===== config.mk =====
export PLATFORM = sky130hd
export DESIGN_NAME = txring_engine
export DESIGN_NICKNAME = d
export VERILOG_FILES = /design/src/rtl/txr_pkg.sv /design/src/rtl/txr_events.sv /design/src/rtl/txr_unit.sv /design/src/rtl/txr_seq.sv /design/src/rtl/txring_engine.sv
export SDC_FILE = /design/constraint.sdc
export NUM_CORES = 1
export LEC_CHECK = 0
export ABC_CLOCK_PERIOD_IN_PS = 5600
export BUFFER_PORTS_ARGS = -buffer_cell sky130_fd_sc_hd__buf_2
export CELL_PAD_IN_SITES_DETAIL_PLACEMENT = 1
export CELL_PAD_IN_SITES_GLOBAL_PLACEMENT = 2
export CORE_MARGIN = 5
export CORE_UTILIZATION = 35
export CTS_CLUSTER_DIAMETER = 60
export DETAILED_ROUTE_END_ITERATION = 10
export PLACE_DENSITY_LB_ADDON = 0.05
export SETUP_SLACK_MARGIN = 0.5
export SYNTH_ARGS = -nofsm -noshare
export SYNTH_HDL_FRONTEND = slang
export SYNTH_HIERARCHICAL = 1
export SYNTH_SLANG_ARGS = --single-unit

===== constraint.sdc =====
create_clock -name clk -period 5.6 [get_ports clk]
set_input_delay 0.28 -clock clk [delete_from_list [all_inputs] [get_ports clk]]
set_output_delay 0.28 -clock clk [all_outputs]
set_load 0.01 [all_outputs]

===== src/rtl/txr_pkg.sv =====
package txr_pkg;

  // status word bit positions (bit 15 is the most significant)
  localparam int ST_RDY  = 15;
  localparam int ST_WRAP = 13;
  localparam int ST_INT  = 12;
  localparam int ST_LAST = 11;
  localparam int ST_CONT = 9;

  // event bit positions
  localparam int EV_DONE = 0;
  localparam int EV_ERR  = 1;
  localparam int EV_N    = 2;

  typedef enum logic [3:0] {
    S_IDLE, S_RD0, S_RD1, S_RD2, S_RD3, S_CHK, S_FETCH, S_CAP, S_SEND, S_WB
  } seq_t;

  // status word written back when a descriptor is closed
  function automatic logic [15:0] close_status(input logic [15:0] st, input logic err);
    logic [15:0] r;
    r = st;
    if (err || !st[ST_CONT]) r[ST_RDY] = 1'b0;
    return r;
  endfunction

  // buffer pointer legality against the port width
  function automatic logic ptr_ok(input logic lsb, input int pw);
    return (pw == 8) || !lsb;
  endfunction

endpackage


===== src/rtl/txr_events.sv =====
module txr_events #(
  parameter int N = 2
) (
  input  logic         clk,
  input  logic         rst_n,
  input  logic [N-1:0] set,
  input  logic         clr_we,
  input  logic [N-1:0] clr,
  input  logic [N-1:0] mask,
  output logic [N-1:0] evt,
  output logic         irq
);

  for (genvar i = 0; i < N; i++) begin : g_bit
    always_ff @(posedge clk or negedge rst_n) begin
      if (!rst_n)      evt[i] <= 1'b0;
      else if (set[i]) evt[i] <= 1'b1;
      else if (clr_we && clr[i]) evt[i] <= 1'b0;
    end
  end

  assign irq = |(evt & mask);

endmodule


===== src/rtl/txr_unit.sv =====
module txr_unit #(
  parameter int PORT_W = 16,
  parameter int BA_W   = 32
) (
  input  logic              clk,
  input  logic              rst_n,
  input  logic              load,
  input  logic [BA_W-1:0]   ld_ptr,
  input  logic [15:0]       ld_len,
  input  logic              cap,
  input  logic [15:0]       bm_rdata,
  input  logic              adv,
  output logic [BA_W-1:0]   bm_addr,
  output logic              last_u,
  output logic [PORT_W-1:0] unit_data
);

  localparam int STEP = PORT_W / 8;

  logic [BA_W-1:0] addr;
  logic [15:0]     left;
  logic [15:0]     hold;

  always_ff @(posedge clk or negedge rst_n) begin
    if (!rst_n) begin
      addr <= '0;
      left <= '0;
    end else if (load) begin
      addr <= ld_ptr;
      left <= ld_len;
    end else if (adv) begin
      addr <= addr + BA_W'(STEP);
      left <= (left > 16'(STEP)) ? left - 16'(STEP) : 16'd0;
    end
  end

  always_ff @(posedge clk or negedge rst_n) begin
    if (!rst_n)   hold <= '0;
    else if (cap) hold <= bm_rdata;
  end

  assign last_u = (left <= 16'(STEP));

  if (PORT_W == 8) begin : g_byte
    assign bm_addr   = {addr[BA_W-1:1], 1'b0};
    assign unit_data = addr[0] ? hold[15:8] : hold[7:0];
  end else begin : g_half
    assign bm_addr   = addr;
    assign unit_data = (left == 16'd1) ? {8'h00, hold[7:0]} : hold;
  end

endmodule


===== src/rtl/txr_seq.sv =====
module txr_seq
  import txr_pkg::*;
#(
  parameter int PORT_W = 16,
  parameter int DA_W   = 8,
  parameter int BA_W   = 32
) (
  input  logic            clk,
  input  logic            rst_n,
  input  logic            enable,
  input  logic            poll,
  input  logic [DA_W-1:0] tbl_base,
  output logic [DA_W-1:0] dm_addr,
  output logic            dm_rd,
  output logic            dm_wr,
  output logic [15:0]     dm_wdata,
  input  logic [15:0]     dm_rdata,
  output logic            bm_rd,
  output logic            u_load,
  output logic [BA_W-1:0] u_ptr,
  output logic [15:0]     u_len,
  output logic            u_cap,
  output logic            u_adv,
  input  logic            u_last,
  output logic            out_valid,
  input  logic            out_ready,
  output logic            out_end,
  output logic            ev_notready,
  output logic            ev_oddptr,
  output logic            ev_close,
  output logic            ev_done
);

  localparam int IDX_W = DA_W - 2;

  seq_t             state, nxt;
  logic [IDX_W-1:0] idx;
  logic             halted, err_q;
  logic [15:0]      st_q, len_q, ptr_hi;
  logic [1:0]       woff;
  logic [31:0]      ptr_full;

  assign ptr_full = {ptr_hi, dm_rdata};
  assign u_ptr    = ptr_full[BA_W-1:0];
  assign u_len    = len_q;

  always_comb begin
    nxt         = state;
    dm_rd       = 1'b0;
    dm_wr       = 1'b0;
    woff        = 2'd0;
    bm_rd       = 1'b0;
    u_load      = 1'b0;
    u_cap       = 1'b0;
    u_adv       = 1'b0;
    out_valid   = 1'b0;
    ev_notready = 1'b0;
    ev_oddptr   = 1'b0;
    ev_close    = 1'b0;
    unique case (state)
      S_IDLE: if (enable && (!halted || poll)) nxt = S_RD0;
      S_RD0: begin
        dm_rd = 1'b1;
        woff  = 2'd0;
        nxt   = S_RD1;
      end
      S_RD1: begin
        if (!dm_rdata[ST_RDY]) begin
          ev_notready = 1'b1;
          nxt         = S_IDLE;
        end else begin
          dm_rd = 1'b1;
          woff  = 2'd1;
          nxt   = S_RD2;
        end
      end
      S_RD2: begin
        dm_rd = 1'b1;
        woff  = 2'd2;
        nxt   = S_RD3;
      end
      S_RD3: begin
        dm_rd = 1'b1;
        woff  = 2'd3;
        nxt   = S_CHK;
      end
      S_CHK: begin
        if (!ptr_ok(dm_rdata[0], PORT_W)) begin
          ev_oddptr = 1'b1;
          nxt       = S_WB;
        end else begin
          u_load = 1'b1;
          nxt    = (len_q == 16'd0) ? S_WB : S_FETCH;
        end
      end
      S_FETCH: begin
        bm_rd = 1'b1;
        nxt   = S_CAP;
      end
      S_CAP: begin
        u_cap = 1'b1;
        nxt   = S_SEND;
      end
      S_SEND: begin
        out_valid = 1'b1;
        if (out_ready) begin
          u_adv = 1'b1;
          nxt   = u_last ? S_WB : S_FETCH;
        end
      end
      S_WB: begin
        dm_wr    = 1'b1;
        woff     = 2'd0;
        ev_close = 1'b1;
        nxt      = S_IDLE;
      end
      default: nxt = S_IDLE;
    endcase
  end

  assign dm_addr  = tbl_base + {idx, woff};
  assign dm_wdata = close_status(st_q, err_q);
  assign out_end  = out_valid && st_q[ST_LAST] && u_last;
  assign ev_done  = ev_close && !err_q && st_q[ST_INT];

  always_ff @(posedge clk or negedge rst_n) begin
    if (!rst_n) begin
      state  <= S_IDLE;
      idx    <= '0;
      halted <= 1'b0;
      err_q  <= 1'b0;
      st_q   <= '0;
      len_q  <= '0;
      ptr_hi <= '0;
    end else begin
      state <= nxt;
      if (ev_notready) halted <= 1'b1;
      else if (state == S_IDLE && poll) halted <= 1'b0;
      if (state == S_RD1) st_q   <= dm_rdata;
      if (state == S_RD2) len_q  <= dm_rdata;
      if (state == S_RD3) ptr_hi <= dm_rdata;
      if (state == S_CHK) err_q  <= ev_oddptr;
      if (state == S_WB)  idx    <= st_q[ST_WRAP] ? '0 : idx + 1'b1;
    end
  end

endmodule


===== src/rtl/txring_engine.sv =====
module txring_engine
  import txr_pkg::*;
#(
  parameter int PORT_W = 16,
  parameter int DA_W   = 8,
  parameter int BA_W   = 32
) (
  input  logic              clk,
  input  logic              rst_n,
  input  logic              enable,
  input  logic              poll,
  input  logic [DA_W-1:0]   tbl_base,
  output logic [DA_W-1:0]   dm_addr,
  output logic              dm_rd,
  output logic              dm_wr,
  output logic [15:0]       dm_wdata,
  input  logic [15:0]       dm_rdata,
  output logic [BA_W-1:0]   bm_addr,
  output logic              bm_rd,
  input  logic [15:0]       bm_rdata,
  output logic              out_valid,
  input  logic              out_ready,
  output logic [PORT_W-1:0] out_data,
  output logic              out_end,
  input  logic              evt_clr_we,
  input  logic [1:0]        evt_clr,
  input  logic [1:0]        evt_mask,
  output logic [1:0]        evt,
  output logic              irq
);

  // internal events, brought out for the checker
  logic            ev_notready, ev_oddptr, ev_close, ev_done;
  logic            u_load, u_cap, u_adv, u_last;
  logic [BA_W-1:0] u_ptr;
  logic [15:0]     u_len;
  logic [EV_N-1:0] ev_set;

  txr_seq #(.PORT_W(PORT_W), .DA_W(DA_W), .BA_W(BA_W)) u_seq (
    .clk        (clk),
    .rst_n      (rst_n),
    .enable     (enable),
    .poll       (poll),
    .tbl_base   (tbl_base),
    .dm_addr    (dm_addr),
    .dm_rd      (dm_rd),
    .dm_wr      (dm_wr),
    .dm_wdata   (dm_wdata),
    .dm_rdata   (dm_rdata),
    .bm_rd      (bm_rd),
    .u_load     (u_load),
    .u_ptr      (u_ptr),
    .u_len      (u_len),
    .u_cap      (u_cap),
    .u_adv      (u_adv),
    .u_last     (u_last),
    .out_valid  (out_valid),
    .out_ready  (out_ready),
    .out_end    (out_end),
    .ev_notready(ev_notready),
    .ev_oddptr  (ev_oddptr),
    .ev_close   (ev_close),
    .ev_done    (ev_done)
  );

  txr_unit #(.PORT_W(PORT_W), .BA_W(BA_W)) u_unit (
    .clk      (clk),
    .rst_n    (rst_n),
    .load     (u_load),
    .ld_ptr   (u_ptr),
    .ld_len   (u_len),
    .cap      (u_cap),
    .bm_rdata (bm_rdata),
    .adv      (u_adv),
    .bm_addr  (bm_addr),
    .last_u   (u_last),
    .unit_data(out_data)
  );

  assign ev_set[EV_DONE] = ev_done;
  assign ev_set[EV_ERR]  = ev_notready | ev_oddptr;

  txr_events #(.N(EV_N)) u_evt (
    .clk   (clk),
    .rst_n (rst_n),
    .set   (ev_set),
    .clr_we(evt_clr_we),
    .clr   (evt_clr),
    .mask  (evt_mask),
    .evt   (evt),
    .irq   (irq)
  );

endmodule


==> results.sh, run 1 <==
export IMPL_status="complete, no violations"
export IMPL_rows=51
export IMPL_num_vias=5353
export IMPL_yosysWarnings=6
export IMPL_drv_cap=0
export IMPL_wire_per_inst_um=19.52
export IMPL_worst_slew_pin_slew_ps=957.1
export IMPL_clockBufferDepth=2
export IMPL_nNetsFinal=807
export IMPL_cts_tree="done"
export IMPL_finalHoldViolations=0
export IMPL_hold_depth=2
export IMPL_dp_hpwl_um=14360
export IMPL_htree_num_levels=4
export IMPL_start_kind="register"
export IMPL_grt_first_pass_wirelength_um=32070
export IMPL_drive_above_1_share_pct=32.23
export IMPL_reg2reg_depth=6
export IMPL_grt_usage_pct=18.47
export IMPL_final_area_mm2=0.007991
export IMPL_die_area_mm2=0.02239
export IMPL_grt_max_degree=63
export IMPL_die_y_um=149.6
export IMPL_syn_nets=725
export IMPL_min_from="bm_rdata[13]"
export IMPL_fin_crit_ps=4293
export IMPL_synth_avg_cell_area_um2=10.28
export IMPL_insertion_delay_ps=420
export IMPL_reg2reg_to="u_unit/bm_addr[18]"
export IMPL_area_delta_synth_final_pct=17.11
export IMPL_antenna_cells=0
export IMPL_timing_fmax_ghz=0.2330
export IMPL_first_iter_violations=229
export IMPL_wl_um=19950
export IMPL_ctsHoldBuffers=1
export IMPL_slowest_stage="nor3_4"
export IMPL_gp_congestion=0.7847
export IMPL_grt_overflow=0
export IMPL_rsz0062_at_grt="false"
export IMPL_seqPwrFrac_pct=41.3
export IMPL_vdd_drop_max_mv=0.2382
export IMPL_layout_common_cells="buf_2 (128), dfrtp_1 (126), mux2_2 (67)"
export IMPL_p_per_area_mw_per_mm2=533.3
export IMPL_cp_max_fo=18
export IMPL_rrSetupSlack_ps=1860
export IMPL_ios=130
export IMPL_cts_setup_buffers=0
export IMPL_worst_setup_path_end_kind="output pin"
export IMPL_port_buffers=129
export IMPL_vias_per_cell=5.238
export IMPL_cpPeakStageDelay_ps=790
export IMPL_p_sw_uw=1562
export IMPL_drv_slew=0
export IMPL_setup_viol=0
export IMPL_drc_errors=0
export IMPL_intPower_uw=2700
export IMPL_clk_pin_slew_ps=60
export IMPL_critPathRequiredTime_ps=5320
export IMPL_grt_pass1_vias=5571
export IMPL_relSlewSlack_pct=35.99
export IMPL_swShare_pct=36.64
export IMPL_critPathMostFrequentCell="nand2b_1"
export IMPL_min_period_over_period_pct=76.66
export IMPL_cts_root_buf="clkbuf_16"
export IMPL_core_mm2=0.01933
export IMPL_final_common_cell="buf_2"
export IMPL_fp_dieW_um=149.6
export IMPL_pwr_share_clk_pct=26.0
export IMPL_cts_repair_resized=0
export IMPL_fin_tns_setup_ps=0
export IMPL_start_util_pct=35.29
export IMPL_hold_path_end="u_unit/hold[13]"
export IMPL_netlist_area_mm2=0.006824
export IMPL_first_pass_iters=4
export IMPL_grt_antenna_before_repair=0
export IMPL_syn_inst=664
export IMPL_crit_chain="nand2b_1, nor3_4, a21o_1, ha_1, inv_1, fa_1, nand2b_1, a21boi_0, o21a_1, o311ai_0, buf_2"
export IMPL_power_leakage_uw=0.003444
export IMPL_p_comb_share_pct=32.7
export IMPL_placed_area_mm2=0.007405
export IMPL_r2r_start="u_seq/state[3]"
export IMPL_arrival_ps=4010
export IMPL_worstSetupPathType="register to output pin"
export IMPL_clock_skew_final_ps=7.274
export IMPL_finalPower_uw=4262
export IMPL_numCtsBuffers=17
export IMPL_ant_nets=0
export IMPL_hold_path_class="input pin to register"
export IMPL_clkSinkCount=126
-- flip-flops by register name, indices dropped and copies added, names as in the netlist --
name,cells
u_unit/left,16
u_seq/u_len,16
u_evt/evt,2
u_unit/hold,16
u_unit/bm_addr,32
u_seq/st_q,16
u_seq/halted,1
u_seq/err_q,1
u_seq/idx,6
u_seq/state,4
u_seq/ptr_hi,16
-- power groups by stage --
stage	Clock (µW)	Sequential, µW	Combinational, µW
after floorplan	0	1650	1030
after global placement	0	1750	1370
after detailed placement	0	1780	1410
after CTS	1140	1770	1420
after global routing	1180	1840	1550
final	1110	1760	1390
-- layer usage --
| metal | global-route usage [%] | wire length (µm) | share of wire [%] |
|---|---|---|---|
| met5 | 0 | 0 | 0 |
| met4 | 4.394 | 155 | 0.78 |
| met1 | 25.12 | 9358 | 47 |
| met3 | 5.482 | 1068 | 5.4 |
| met2 | 29.14 | 9363 | 47 |
-- worst max-delay path, delay by kind of cell, from the launching register on --
kind                     cells  cell delay (ps)
flip-flops                   1              720
buffers and inverters        2              230
AO/OA/AOI/OAI                4              800
adder cells (fa/ha/maj)      2              550
AND/OR/NAND/NOR              3             1290
-- final cells by class --
| class | count | area, µm² |
|---|---|---|
| fill | 2161 | 11340 |
| clock buffer | 19 | 432.9 |
| multi-input combinational | 447 | 3163 |
| clock inverter | 11 | 143.9 |
| tap | 265 | 331.6 |
| timing repair buffer | 135 | 695.7 |
| sequential | 126 | 3153 |
| inverter | 19 | 71.32 |
-- stage by stage --
stage	setup WS (ps)	hold WS (ps)	instances	utilization (%)
after floorplan	2665	-15.59	664	-
after global placement	1919	334.5	991	38.30
after detailed placement	1758	343.7	991	38.30
after CTS	1256	70.72	1022	41.33
after global routing	1045	72.94	1022	41.33
final	1307	93.13	1022	41.33
-- worst max path at each step --
stage	startpoint	endpoint	slack, ps	cells past startpoint
final	u_seq/state[2]	dm_addr[6]	1310	11
after global routing	u_seq/state[2]	dm_addr[6]	1050	11
after CTS	u_seq/state[2]	dm_addr[6]	1260	11
after detailed placement	u_seq/state[2]	dm_addr[6]	1760	9
after global placement	u_seq/state[2]	dm_addr[6]	1920	11
after floorplan	u_seq/state[3]	dm_addr[6]	2660	11
Note: power is estimated with default switching activity, not from simulation.
==> inputs of run 2 (changes only) <==
ABC_CLOCK_PERIOD_IN_PS = 4200   (was 5600)
clock period = 4.2 ns   (was 5.6 ns; I/O delays follow)
==> run 2 against run 1 <==
Compared with the run above:
- setup slack got worse by 540 ps
- clock power is 32% higher
- sequential power is 34% higher
- count of clock-buffer cells in the layout increased by 3
- highest routed layer unchanged
- combinational power rose by 36%
- via count rose by 1.2%
- critical path depth stayed put
- design area increased by 0.72%
- non-clock buffer count up 7
- final cell count is 0.68% higher
- first-iteration DRC count fell by 40%
==> results.sh, run 2 (synthesized netlist as in run 1, its figures left out) <==
export IMPL_ios=130
export IMPL_drc_errors=0
export IMPL_drv_cap=0
export IMPL_port_buffers=129
export IMPL_vdd_drop_max_mv=0.3046
export IMPL_timing_fmax_ghz=0.2913
export IMPL_slowest_stage="dfrtp_2"
export IMPL_worst_setup_path_end_kind="output pin"
export IMPL_wire_per_inst_um=19.48
export IMPL_min_period_over_period_pct=81.73
export IMPL_drive_above_1_share_pct=32.98
export IMPL_final_common_cell="buf_2"
export IMPL_cts_root_buf="clkbuf_16"
export IMPL_grt_max_degree=69
export IMPL_cts_tree="done"
export IMPL_crit_chain="nand2b_1, nor3_4, a21o_1, ha_1, inv_1, fa_1, nand2b_1, a21boi_0, o21a_1, o311ai_0, buf_2"
export IMPL_grt_usage_pct=18.45
export IMPL_worst_slew_pin_slew_ps=938.6
export IMPL_fin_tns_setup_ps=0
export IMPL_nNetsFinal=814
export IMPL_first_pass_iters=4
export IMPL_start_kind="register"
export IMPL_clock_skew_final_ps=13.50
export IMPL_power_leakage_uw=0.003495
export IMPL_ant_nets=0
export IMPL_hold_path_class="input pin to register"
export IMPL_rsz0062_at_grt="false"
export IMPL_insertion_delay_ps=420
export IMPL_rrSetupSlack_ps=980
export IMPL_status="complete, no violations"
export IMPL_cpPeakStageDelay_ps=520
export IMPL_die_area_mm2=0.02239
export IMPL_finalHoldViolations=0
export IMPL_vias_per_cell=5.263
export IMPL_r2r_start="u_seq/state[0]"
export IMPL_cp_max_fo=14
export IMPL_worstSetupPathType="register to output pin"
export IMPL_p_per_area_mw_per_mm2=709.1
export IMPL_hold_ws_ps=21.66
export IMPL_grt_pass1_vias=5736
export IMPL_area_delta_synth_final_pct=17.95
export IMPL_num_vias=5416
export IMPL_largest_reg_flops=32
export IMPL_first_iter_violations=137
export IMPL_htree_num_levels=4
export IMPL_worstSetupStartpoint="u_seq/state[3]"
export IMPL_gp_congestion=0.7959
export IMPL_clkSinkCount=126
export IMPL_layout_common_cells="buf_2 (128), dfrtp_1 (124), mux2_2 (67)"
export IMPL_core_mm2=0.01933
export IMPL_relSlewSlack_pct=37.43
export IMPL_drv_slew=0
export IMPL_critPathRequiredTime_ps=3990
export IMPL_arrival_ps=3220
export IMPL_clockBufferDepth=2
export IMPL_setup_viol=0
export IMPL_critPathMostFrequentCell="nand2b_1"
export IMPL_grt_overflow=0
export IMPL_numCtsBuffers=17
export IMPL_min_from="bm_rdata[1]"
export IMPL_cts_setup_buffers=0
export IMPL_grt_antenna_before_repair=0
export IMPL_fp_dieW_um=149.6
export IMPL_clk_pin_slew_ps=60
export IMPL_wl_um=20050
export IMPL_start_util_pct=35.29
export IMPL_grt_first_pass_wirelength_um=32190
export IMPL_antenna_cells=0
export IMPL_dp_hpwl_um=14480
export IMPL_die_y_um=149.6
export IMPL_fin_crit_ps=3433
export IMPL_rows=51
## run 2: cell count changes in the layout (fill, tap and decap cells not counted)
cell        before  now
clkinv_2         3    5
clkinvlp_4       4    0
buf_4            6   13
clkbuf_1         2    3
dfrtp_1        126  124
inv_6            1    0
dfrtp_2          0    2
clkbuf_8         0    2
## run 2: layout make-up
type / count / area, µm²
tap: 265 / 331.6
sequential: 126 / 3156
inverter: 19 / 71.32
clock buffer: 22 / 464.2
timing repair buffer: 142 / 748.2
clock inverter: 8 / 115.1
fill: 2211 / 11290
multi-input combinational: 447 / 3163
## run 2: path summary, 6_finish.rpt
kind                                       to  cells past startpoint
min                            u_unit/hold[1]                      2
min in group asynchronous        u_seq/idx[4]                      2
min reg2reg                     u_seq/st_q[6]                      1
max in group asynchronous      u_seq/state[2]                      3
max                                dm_addr[6]                     11
max reg2reg                u_unit/bm_addr[19]                      7
## run 2: per-stage QoR
stage / area, µm² / power (µW) / setup WS [ps] / util (%) / std cells
after CTS: 8046 / 5795 / 558.4 / 41.62 / 1029
after floorplan: 6824 / 3581 / 1335 / - / 664
after detailed placement: 7457 / 4281 / 948.5 / 38.57 / 998
after global placement: 7457 / 4195 / 1070 / 38.57 / 998
after global routing: 8049 / 6099 / 529.9 / 41.63 / 1029
final: 8049 / 5708 / 767.5 / 41.63 / 1029
## run 2: critical path, delay by kind of cell, from the launching register on
kind	cells	cell delay (ps)
DFF	1	520
buffers and inverters	2	220
AOI/OAI and AO/OA	4	760
and+or+nand+nor	3	720
adders and majority gates	2	580
## run 2: layer usage
metal | track usage, % | wire length, µm | part of all wire (%)
met1 | 25.29 | 9543 | 48
met2 | 28.87 | 9211 | 46
met5 | 0 | 0 | 0
met3 | 4.936 | 1023 | 5.1
met4 | 5.217 | 272 | 1.4
## run 2: report_power, final
group | internal [µW] | switching [µW] | total, µW
logic | 941 | 945 | 1890
registers | 1760 | 592 | 2350
clock network | 952 | 521 | 1470
total | 3650 | 2060 | 5710
## run 2: repair_timing
action	4_1_cts	5_1_grt
endpoints found under the hold margin	60	0
gates resized for setup	0	2
endpoints found under the setup margin	0	3
hold buffers	1	0
